## config.mk

```make
export PLATFORM = sky130hd
export DESIGN_NAME = i2c_addr_match
export DESIGN_NICKNAME = d
export VERILOG_FILES = /design/src/rtl/iam_pkg.sv /design/src/rtl/iam_bit_compare.sv /design/src/rtl/iam_ctrl.sv /design/src/rtl/i2c_addr_match.sv
export SDC_FILE = /design/constraint.sdc
export NUM_CORES = 1
export LEC_CHECK = 0
export BUFFER_PORTS_ARGS = -buffer_cell sky130_fd_sc_hd__buf_2
export CAP_MARGIN = 25
export CORE_AREA = 2 2 39 41
export DETAILED_ROUTE_END_ITERATION = 8
export DIE_AREA = 0 0 41 43
export HOLD_SLACK_MARGIN = 0.12
export PLACE_DENSITY = 0.76
export RECOVER_POWER = 25
export SLEW_MARGIN = 15
export SYNTH_ARGS = -nofsm -noshare
export SYNTH_HDL_FRONTEND = slang
export SYNTH_SLANG_ARGS = --single-unit
```

## constraint.sdc

```tcl
create_clock -name clk_i -period 3.9 [get_ports clk_i]
set_clock_uncertainty 0.1 [all_clocks]
set_input_delay 0.78 -clock clk_i [delete_from_list [all_inputs] [get_ports clk_i]]
set_output_delay 0.78 -clock clk_i [all_outputs]
set_load 0.05 [all_outputs]
```

## src/rtl/iam_pkg.sv

```systemverilog
package iam_pkg;

    typedef enum logic [2:0] {
        ST_IDLE,
        ST_ADDR,
        ST_ACK_WAIT,
        ST_ACK,
        ST_DONE,
        ST_FAILED
    } iam_state_e;

endpackage

```

## src/rtl/iam_bit_compare.sv

```systemverilog
module iam_bit_compare #(
    parameter int ADDR_W = 7,
    parameter int CNT_W  = $clog2(ADDR_W + 1)
) (
    input  logic [ADDR_W-1:0] addr_i,
    input  logic [CNT_W-1:0]  idx_i,
    input  logic              sda_i,
    output logic              bit_ok_o
);
    localparam int SLOTS = 2 ** CNT_W;

    // Expected bits in arrival order: slot 0 holds the address MSB.
    logic [SLOTS-1:0] expect_seq;

    for (genvar g = 0; g < SLOTS; g++) begin : g_seq
        if (g < ADDR_W) begin : g_addr
            assign expect_seq[g] = addr_i[ADDR_W-1-g];
        end else begin : g_pad
            assign expect_seq[g] = 1'b0;
        end
    end

    always_comb begin
        if (int'(idx_i) < ADDR_W) begin
            bit_ok_o = (sda_i == expect_seq[idx_i]);
        end else begin
            bit_ok_o = 1'b1;
        end
    end

endmodule

```

## src/rtl/iam_ctrl.sv

```systemverilog
module iam_ctrl
    import iam_pkg::*;
#(
    parameter int ADDR_W = 7,
    parameter int CNT_W  = $clog2(ADDR_W + 1)
) (
    input  logic             clk_i,
    input  logic             rst_ni,
    input  logic             start_i,
    input  logic             rise_i,
    input  logic             fall_i,
    input  logic             sda_i,
    input  logic             bit_ok_i,
    output logic [CNT_W-1:0] bit_idx_o,
    output logic             pull_o,
    output logic             rw_o,
    output logic             ok_o,
    output logic             fail_o
);
    localparam logic [CNT_W-1:0] RW_IDX = CNT_W'(ADDR_W);

    typedef struct packed {
        iam_state_e       st;
        logic [CNT_W-1:0] idx;
        logic             pull;
        logic             rw;
        logic             ok;
        logic             fail;
    } regs_t;

    regs_t r_d, r_q;

    always_comb begin
        r_d = r_q;
        if (start_i) begin
            r_d.st   = ST_ADDR;
            r_d.idx  = '0;
            r_d.pull = 1'b0;
            r_d.rw   = 1'b0;
            r_d.ok   = 1'b0;
            r_d.fail = 1'b0;
        end else begin
            unique case (r_q.st)
                ST_ADDR: begin
                    if (rise_i) begin
                        if (r_q.idx == RW_IDX) begin
                            r_d.rw = sda_i;
                            r_d.st = ST_ACK_WAIT;
                        end else if (!bit_ok_i) begin
                            r_d.fail = 1'b1;
                            r_d.st   = ST_FAILED;
                        end else begin
                            r_d.idx = r_q.idx + 1'b1;
                        end
                    end
                end
                ST_ACK_WAIT: begin
                    if (fall_i) begin
                        r_d.pull = 1'b1;
                        r_d.st   = ST_ACK;
                    end
                end
                ST_ACK: begin
                    if (fall_i) begin
                        r_d.pull = 1'b0;
                        r_d.ok   = 1'b1;
                        r_d.st   = ST_DONE;
                    end
                end
                default: begin
                    r_d = r_q;
                end
            endcase
        end
    end

    always_ff @(posedge clk_i or negedge rst_ni) begin
        if (!rst_ni) begin
            r_q <= '{st: ST_IDLE, idx: '0, pull: 1'b0, rw: 1'b0, ok: 1'b0, fail: 1'b0};
        end else begin
            r_q <= r_d;
        end
    end

    assign bit_idx_o = r_q.idx;
    assign pull_o    = r_q.pull;
    assign rw_o      = r_q.rw;
    assign ok_o      = r_q.ok;
    assign fail_o    = r_q.fail;

endmodule

```

## src/rtl/i2c_addr_match.sv

```systemverilog
module i2c_addr_match #(
    parameter int ADDR_W = 7
) (
    input  logic              clk_i,
    input  logic              rst_ni,
    input  logic [ADDR_W-1:0] tgt_addr_i,
    input  logic              start_i,
    input  logic              scl_rise_i,
    input  logic              scl_fall_dly_i,
    input  logic              sda_i,
    output logic              sda_pull_o,
    output logic              rw_o,
    output logic              match_ok_o,
    output logic              match_fail_o
);
    localparam int CNT_W = $clog2(ADDR_W + 1);

    logic [CNT_W-1:0] bit_idx;
    logic             bit_ok;

    iam_bit_compare #(
        .ADDR_W (ADDR_W),
        .CNT_W  (CNT_W)
    ) u_cmp (
        .addr_i   (tgt_addr_i),
        .idx_i    (bit_idx),
        .sda_i    (sda_i),
        .bit_ok_o (bit_ok)
    );

    iam_ctrl #(
        .ADDR_W (ADDR_W),
        .CNT_W  (CNT_W)
    ) u_ctrl (
        .clk_i     (clk_i),
        .rst_ni    (rst_ni),
        .start_i   (start_i),
        .rise_i    (scl_rise_i),
        .fall_i    (scl_fall_dly_i),
        .sda_i     (sda_i),
        .bit_ok_i  (bit_ok),
        .bit_idx_o (bit_idx),
        .pull_o    (sda_pull_o),
        .rw_o      (rw_o),
        .ok_o      (match_ok_o),
        .fail_o    (match_fail_o)
    );

endmodule

```

# Word level (Yosys, flattened, before mapping)
# Cells that the tools add are included.
dict set report classes {
  addsub 1
  order_cmp 2
  eq_ne 11
  muxes 24
  n_reduce_logical 14
}
# cell n
set op_table {}
lappend op_table {{$mux 3} 7}
lappend op_table {{$mux 1} 12}
lappend op_table {{$reduce_bool 2->1} 6}
lappend op_table {{$mux 10} 1}
lappend op_table {{$ne 3x3->1 const B} 3}
lappend op_table {{$pmux 3 s3} 1}
lappend op_table {{$reduce_and 4->1} 2}
lappend op_table {{$eq 3x2->1 const B} 2}
lappend op_table {{$mux 6} 1}
lappend op_table {{$reduce_and 3->1} 2}
lappend op_table {{$reduce_and 5->1} 1}
lappend op_table {{$lt 3x4->1 const B} 1}
lappend op_table {{$ne 2x2->1 const B} 2}
lappend op_table {{$ne 4x4->1 const B} 1}
lappend op_table {{$reduce_bool 4->1} 1}
lappend op_table {{$add 3x1->3 const B} 1}
lappend op_table {{$bmux 1 s3} 1}
lappend op_table {{$eq 3x1->1 const B} 1}
lappend op_table {{$eq 3x3->1 const B} 1}
lappend op_table {{$lt 3x3->1 const B} 1}
lappend op_table {{$reduce_bool 3->1} 1}
lappend op_table {{$pmux 1 s2} 1}
lappend op_table {{$reduce_and 2->1} 1}
lappend op_table {{$eq 1x1->1} 1}
dict set report word_totals {
  regBits 10
  in_bits 13
  output_inout_bits 4
  word_cells 58
}

# Longest topological paths before layout
dict set report depth {
  ltp_word 9
  ltp_mapped 6
  mapped_depth_nobuf 5
}

# Hierarchy
# Synthesis repeated with hierarchy kept, for this count alone.
dict set report unflattened {
  hier_cells 67
  area_unflattened_um2 659.4
}
# mod n_inst cells_each area_per_inst_um2 seq_area_each_um2
set modules_own_cells {}
lappend modules_own_cells {iam_ctrl 1 57 573.0 250.2}
lappend modules_own_cells {iam_bit_compare 1 10 86.3 0.0}

# Least setup slack after synthesis
# Ideal clock, no wire load.
dict set report synth_path {
  path_kind {input -> register}
  from {in tgt_addr_i[3]}
  to {reg u_ctrl.r_q (netlist bit u_ctrl.bit_idx_o[0])}
  setup_time_ps 126
  arrival_time_ps 1657
  required_time_ps 3674
  slack_ps 2017
  stages 5
  path_buffers 0
  cell_sequence {mux2i_1 -> a22oi_2 -> a21o_1 -> and4_1 -> a221o_1}
}
dict set report synth_between {
  elab_chain_len 6
}
# element line_no
set synth_rtl {}
lappend synth_rtl {{start: declaration} i2c_addr_match.sv:6} ;# input logic [ADDR_W-1:0] tgt_addr_i,
lappend synth_rtl {{$bmux 1 s3} iam_bit_compare.sv:25} ;# bit_ok_o = (sda_i == expect_seq[idx_i]);
lappend synth_rtl {{$mux 1 (implied by the code)} iam_bit_compare.sv:25}
lappend synth_rtl {{$eq 1x1->1} iam_bit_compare.sv:25}
lappend synth_rtl {{$mux 1} iam_bit_compare.sv:24} ;# if (int'(idx_i) < ADDR_W) begin
lappend synth_rtl {{$reduce_bool 2->1 (no source line)} -}
lappend synth_rtl {{$reduce_and 4->1 (no source line)} -}
lappend synth_rtl {{end signal: assignment} iam_ctrl.sv:79} ;# r_q <= '{st: ST_IDLE, idx: '0, pull: 1'b0, rw: 1'b0, ok: 1'b0, fail: 1'b0};
lappend synth_rtl {{end signal: assignment} iam_ctrl.sv:81} ;# r_q <= r_d;
lappend synth_rtl {{end: declaration} iam_ctrl.sv:31} ;# regs_t r_d, r_q;
# No other way between the ends. The select of a mux whose other input is x is not followed.
# A chain may end at the register's enable or synchronous reset.

# Final worst setup path
dict set report layout_path {
  from {reg u_ctrl.r_q (netlist bit u_ctrl.bit_idx_o[0])}
  to {reg u_ctrl.r_q (netlist bit u_ctrl.bit_idx_o[2])}
}
dict set report layout_between {
  elab_chain_len 6
  elab_cells_between_ends 15
  cone_classes {1 x add/sub; 1 x order compare; 3 x eq/ne; 8 x mux; 2 x reduce/logical}
}
# element line_no
set layout_rtl {}
lappend layout_rtl {{$add 3x1->3 or $bmux 1 s3 (tied branches)} {iam_ctrl.sv:53, iam_bit_compare.sv:25}}
lappend layout_rtl {{$mux 3 or $mux 1 (tied branches)} {iam_ctrl.sv:49, iam_bit_compare.sv:25}}
lappend layout_rtl {{$mux 3 or $eq 1x1->1 (tied branches)} {iam_ctrl.sv:46, iam_bit_compare.sv:25}}
lappend layout_rtl {{$mux 6 or $mux 1 (tied branches)} {iam_ctrl.sv:45, iam_bit_compare.sv:24}}
lappend layout_rtl {{$mux 3 or $reduce_bool 2->1 (tied branches)} -}
lappend layout_rtl {{$mux 10 or $reduce_and 4->1 (tied branches)} -}
# Several ways; a longest one is shown, not always the timed one. The select of a mux whose other input is x is not followed.

==> impl_metrics.csv <==
group,metric,value,unit
run_status,status,"completed",
clocking,cts-buffers-inserted,3,
final_layout,multiInputGateArea,383,um^2
clocking,clk_pin_slew,0.07,ns
timing,max_freq,500,MHz
logic_synthesis,synth_common_cells,"dfrtp_1, nand2_1, nor2_1, nor2b_1",
timing,fin_crit_sh,51.2,%
floorplanning,die_y,43,um
route,dr_total_vias,614,
timing,min_period,2.00,ns
final_layout,layout-drive-gt1-share,22.5,%
worst_setup_path,crit_type,"flop to flop",
final_layout,area_delta_synth_final,14.3,%
worst_setup_path,crit_start,"u_ctrl.bit_idx_o[0]",
clocking,cts.sink_count,10,
clocking,post_cts_resized,0,
placed_design,post-place-ws,1.83,ns
worst_setup_path,crit_arrival,2.02,ns
clocking,cts_root_buffer,"clkbuf_4",
floorplanning,fp.dieW,41,um
worst_setup_path,timing.rr.start,"u_ctrl.bit_idx_o[0]",
final_layout,final_net_count,106,
route,drt_pass1_iterations,4,
worst_setup_path,cp-endpoint,"u_ctrl.bit_idx_o[2]",
final_layout,n_fill_cell,140,
worst_setup_path,required,3.92,ns
clocking,post_cts.repair.setup_buffers,0,
timing,worstMarginPinSlew,0.529,ns
floorplanning,dieArea,0.00176,mm^2
final_layout,final_cell_count_no_fill,105,
logic_synthesis,avgSynthCellArea,9.08,um^2
logic_synthesis,synth_cell_types,30,
timing,finalSetupViolCount,0,
logic_synthesis,synth-seq-cells,10,
logic_synthesis,synthDominantCellAreaShare,37.7,%
timing,final-hold-violation-count,0,
route,viasPerCell,5.85,
floorplanning,start_util,47.9,%
worst_setup_path,r2r_slack,1.90,ns
worst_setup_path,cp-start-kind,"flop",
clocking,cts_buffer_depth,2,
power,total_leakage_power,0.353,nW
placed_design,gp_congestion,0.838,
clocking,cts_tree,"built",
logic_synthesis,synth_top_area_cell,"dfrtp_1",
global_routing,antenna_found_initial,0,
run,drv_cap,0,
hold_path,hold_class,"input pin to asynchronous set/reset pin",
global_routing,grt_use_total,19.6,%
clocking,htree_num_levels,1,
logic_synthesis,syn_area,663,um^2
clocking,clk_latency,0.26,ns
timing,grt_setup_unrepaired,"false",
floorplanning,rows,14,
logic_synthesis,yosysMostFrequentCell,"dfrtp_1",
placed_design,numPortBuffers,16,
floorplanning,core_area,0.00138,mm^2
worst_setup_path,reg2reg_to,"u_ctrl.bit_idx_o[2]",
floorplanning,pin_count,17,
global_routing,grt_max_degree,13,
worst_setup_path,crit_path_max_fanout,10,
worst_setup_path,reg2reg_depth,5,
logic_synthesis,postSynth.asyncResetShare,100,%
route,post_drt_wl_per_cell,13.9,um
timing,layout_setup_ws,1.90,ns
final_layout,regArea,250,um^2
final_layout,diodes,0,
global_routing,grt_overflow_total,0,
placed_design,hpwlAfterDp,1.07,mm
logic_synthesis,yosysWarnings,0,
logic_synthesis,syn-num-nets,88,
placed_design,dp.cells,102,
power,p_per_area,340,mW/mm^2
route,drc,0,
timing,whs,0.363,ns
timing,slew_headroom,64.7,%
worst_setup_path,end_kind,"flop",
route,routed_wirelength,1.46,mm
power,peakVddDrop,253,uV
logic_synthesis,synth_seq_area_share,37.7,%
timing,tns,0,ns
logic_synthesis,ys.flop_type,"dfrtp_1",
route,ant_nets,0,
route,drtIter0Drc,20,
timing,maxSlewViolCount,0,
logic_synthesis,synthCells,73,
global_routing,grt_pass1_vias,541,
logic_synthesis,synth_enable_flop_cells,0,
global_routing,grt_pass1_wl,2.37,mm
logic_synthesis,synth_area_leaders,"dfrtp_1, mux2i_1, nor2b_1",
clocking,postCtsHoldBufs,0,
==> placed cells by master, fill, tap and decap left out <==
cell	Yosys	routed
a221o_1	1	1
clkbuf_1	1	1
ha_1	2	2
a21o_1	1	1
mux2i_1	4	4
and3_1	1	1
and2_4	1	1
o21ai_0	1	1
nor3b_1	1	1
clkbuf_4	0	3
a32o_1	1	1
o21ai_1	2	2
nor3_1	3	3
nand3b_1	2	2
o211ai_1	3	3
and3b_1	1	1
and4_1	1	1
a31oi_1	1	1
nand2b_1	1	1
buf_2	0	15
nor2b_1	5	5
a21oi_1	4	4
dfrtp_1	10	10
a22oi_2	1	1
o311ai_1	2	2
nand4_1	2	2
nor2_1	7	7
nand2_1	7	7
inv_1	1	1
nand3_1	3	3
a211o_1	1	1
==> layer usage <==
metal	routed length (um)	global-route usage, %	vias to the layer above
li1	-	-	308
met5	0	0	-
met2	719	28.1	8
met4	0	2.00	0
met3	60	7.85	0
met1	676	28.5	298
==> metrics by stage <==
step	cell area [um^2]	util (%)	power (mW)
final	758	54.8	0.258
after global routing	758	54.8	0.272
after CTS	759	54.9	0.261
after detailed placement	737	53.3	0.191
after global placement	737	53.3	0.188
after floorplan	663	-	0.179
==> where the power goes <==
group	internal [mW]	total, mW	switching [mW]
Clock	0.0355	0.0681	0.0326
Sequential	0.110	0.123	0.0124
Combinational	0.0298	0.0667	0.0369
==> state kept, by name, indices dropped and copies added (netlist names) <==
register          cells
u_ctrl.pull_o         1
u_ctrl.bit_idx_o      3
u_ctrl.r_q            3
u_ctrl.ok_o           1
u_ctrl.fail_o         1
u_ctrl.rw_o           1
==> kinds of logic (layout without fill, tap and decap cells) <==
kind of cell             after synthesis  after routing  synth area share, %
flip-flops                            10             10                 37.7
multiplexers                           4              4                 6.04
buffers and inverters                  4             20                 4.53
adder cells (fa/ha/maj)                2              2                 3.77
AO/OA/AOI/OAI                         18             18                 19.6
AND/OR/NAND/NOR                       35             35                 28.3
==> worst max-delay path, cell delays in order (launching register included) <==
cell and delay, ns:
dfrtp_1 0.50, ha_1 0.27, ha_1 0.23, nand3b_1 0.33, o211ai_1 0.29, o311ai_1 0.14
==> final cells by class <==
cell class	instances	area share, %
Clock buffer	3	2.97
Timing Repair Buffer	16	10.4
Multi-Input combinational cell	59	50.5
Sequential cell	10	33.0
Tap cell	16	2.64
Inverter	1	0.495
==> worst min path at each step <==
| stage | start | to | slack (ns) | cells past startpoint |
|---|---|---|---|---|
| floorplan | rst_ni | u_ctrl.bit_idx_o[0] | 0.38 | 0 |
| global placement | u_ctrl.ok_o | u_ctrl.ok_o | 0.38 | 2 |
| detailed placement | u_ctrl.ok_o | u_ctrl.ok_o | 0.38 | 2 |
| CTS | rst_ni | u_ctrl.r_q[7] | 0.28 | 1 |
| global route | rst_ni | u_ctrl.r_q[7] | 0.42 | 1 |
| finish | rst_ni | u_ctrl.r_q[7] | 0.36 | 1 |
Power figures use the tool's default switching activity.
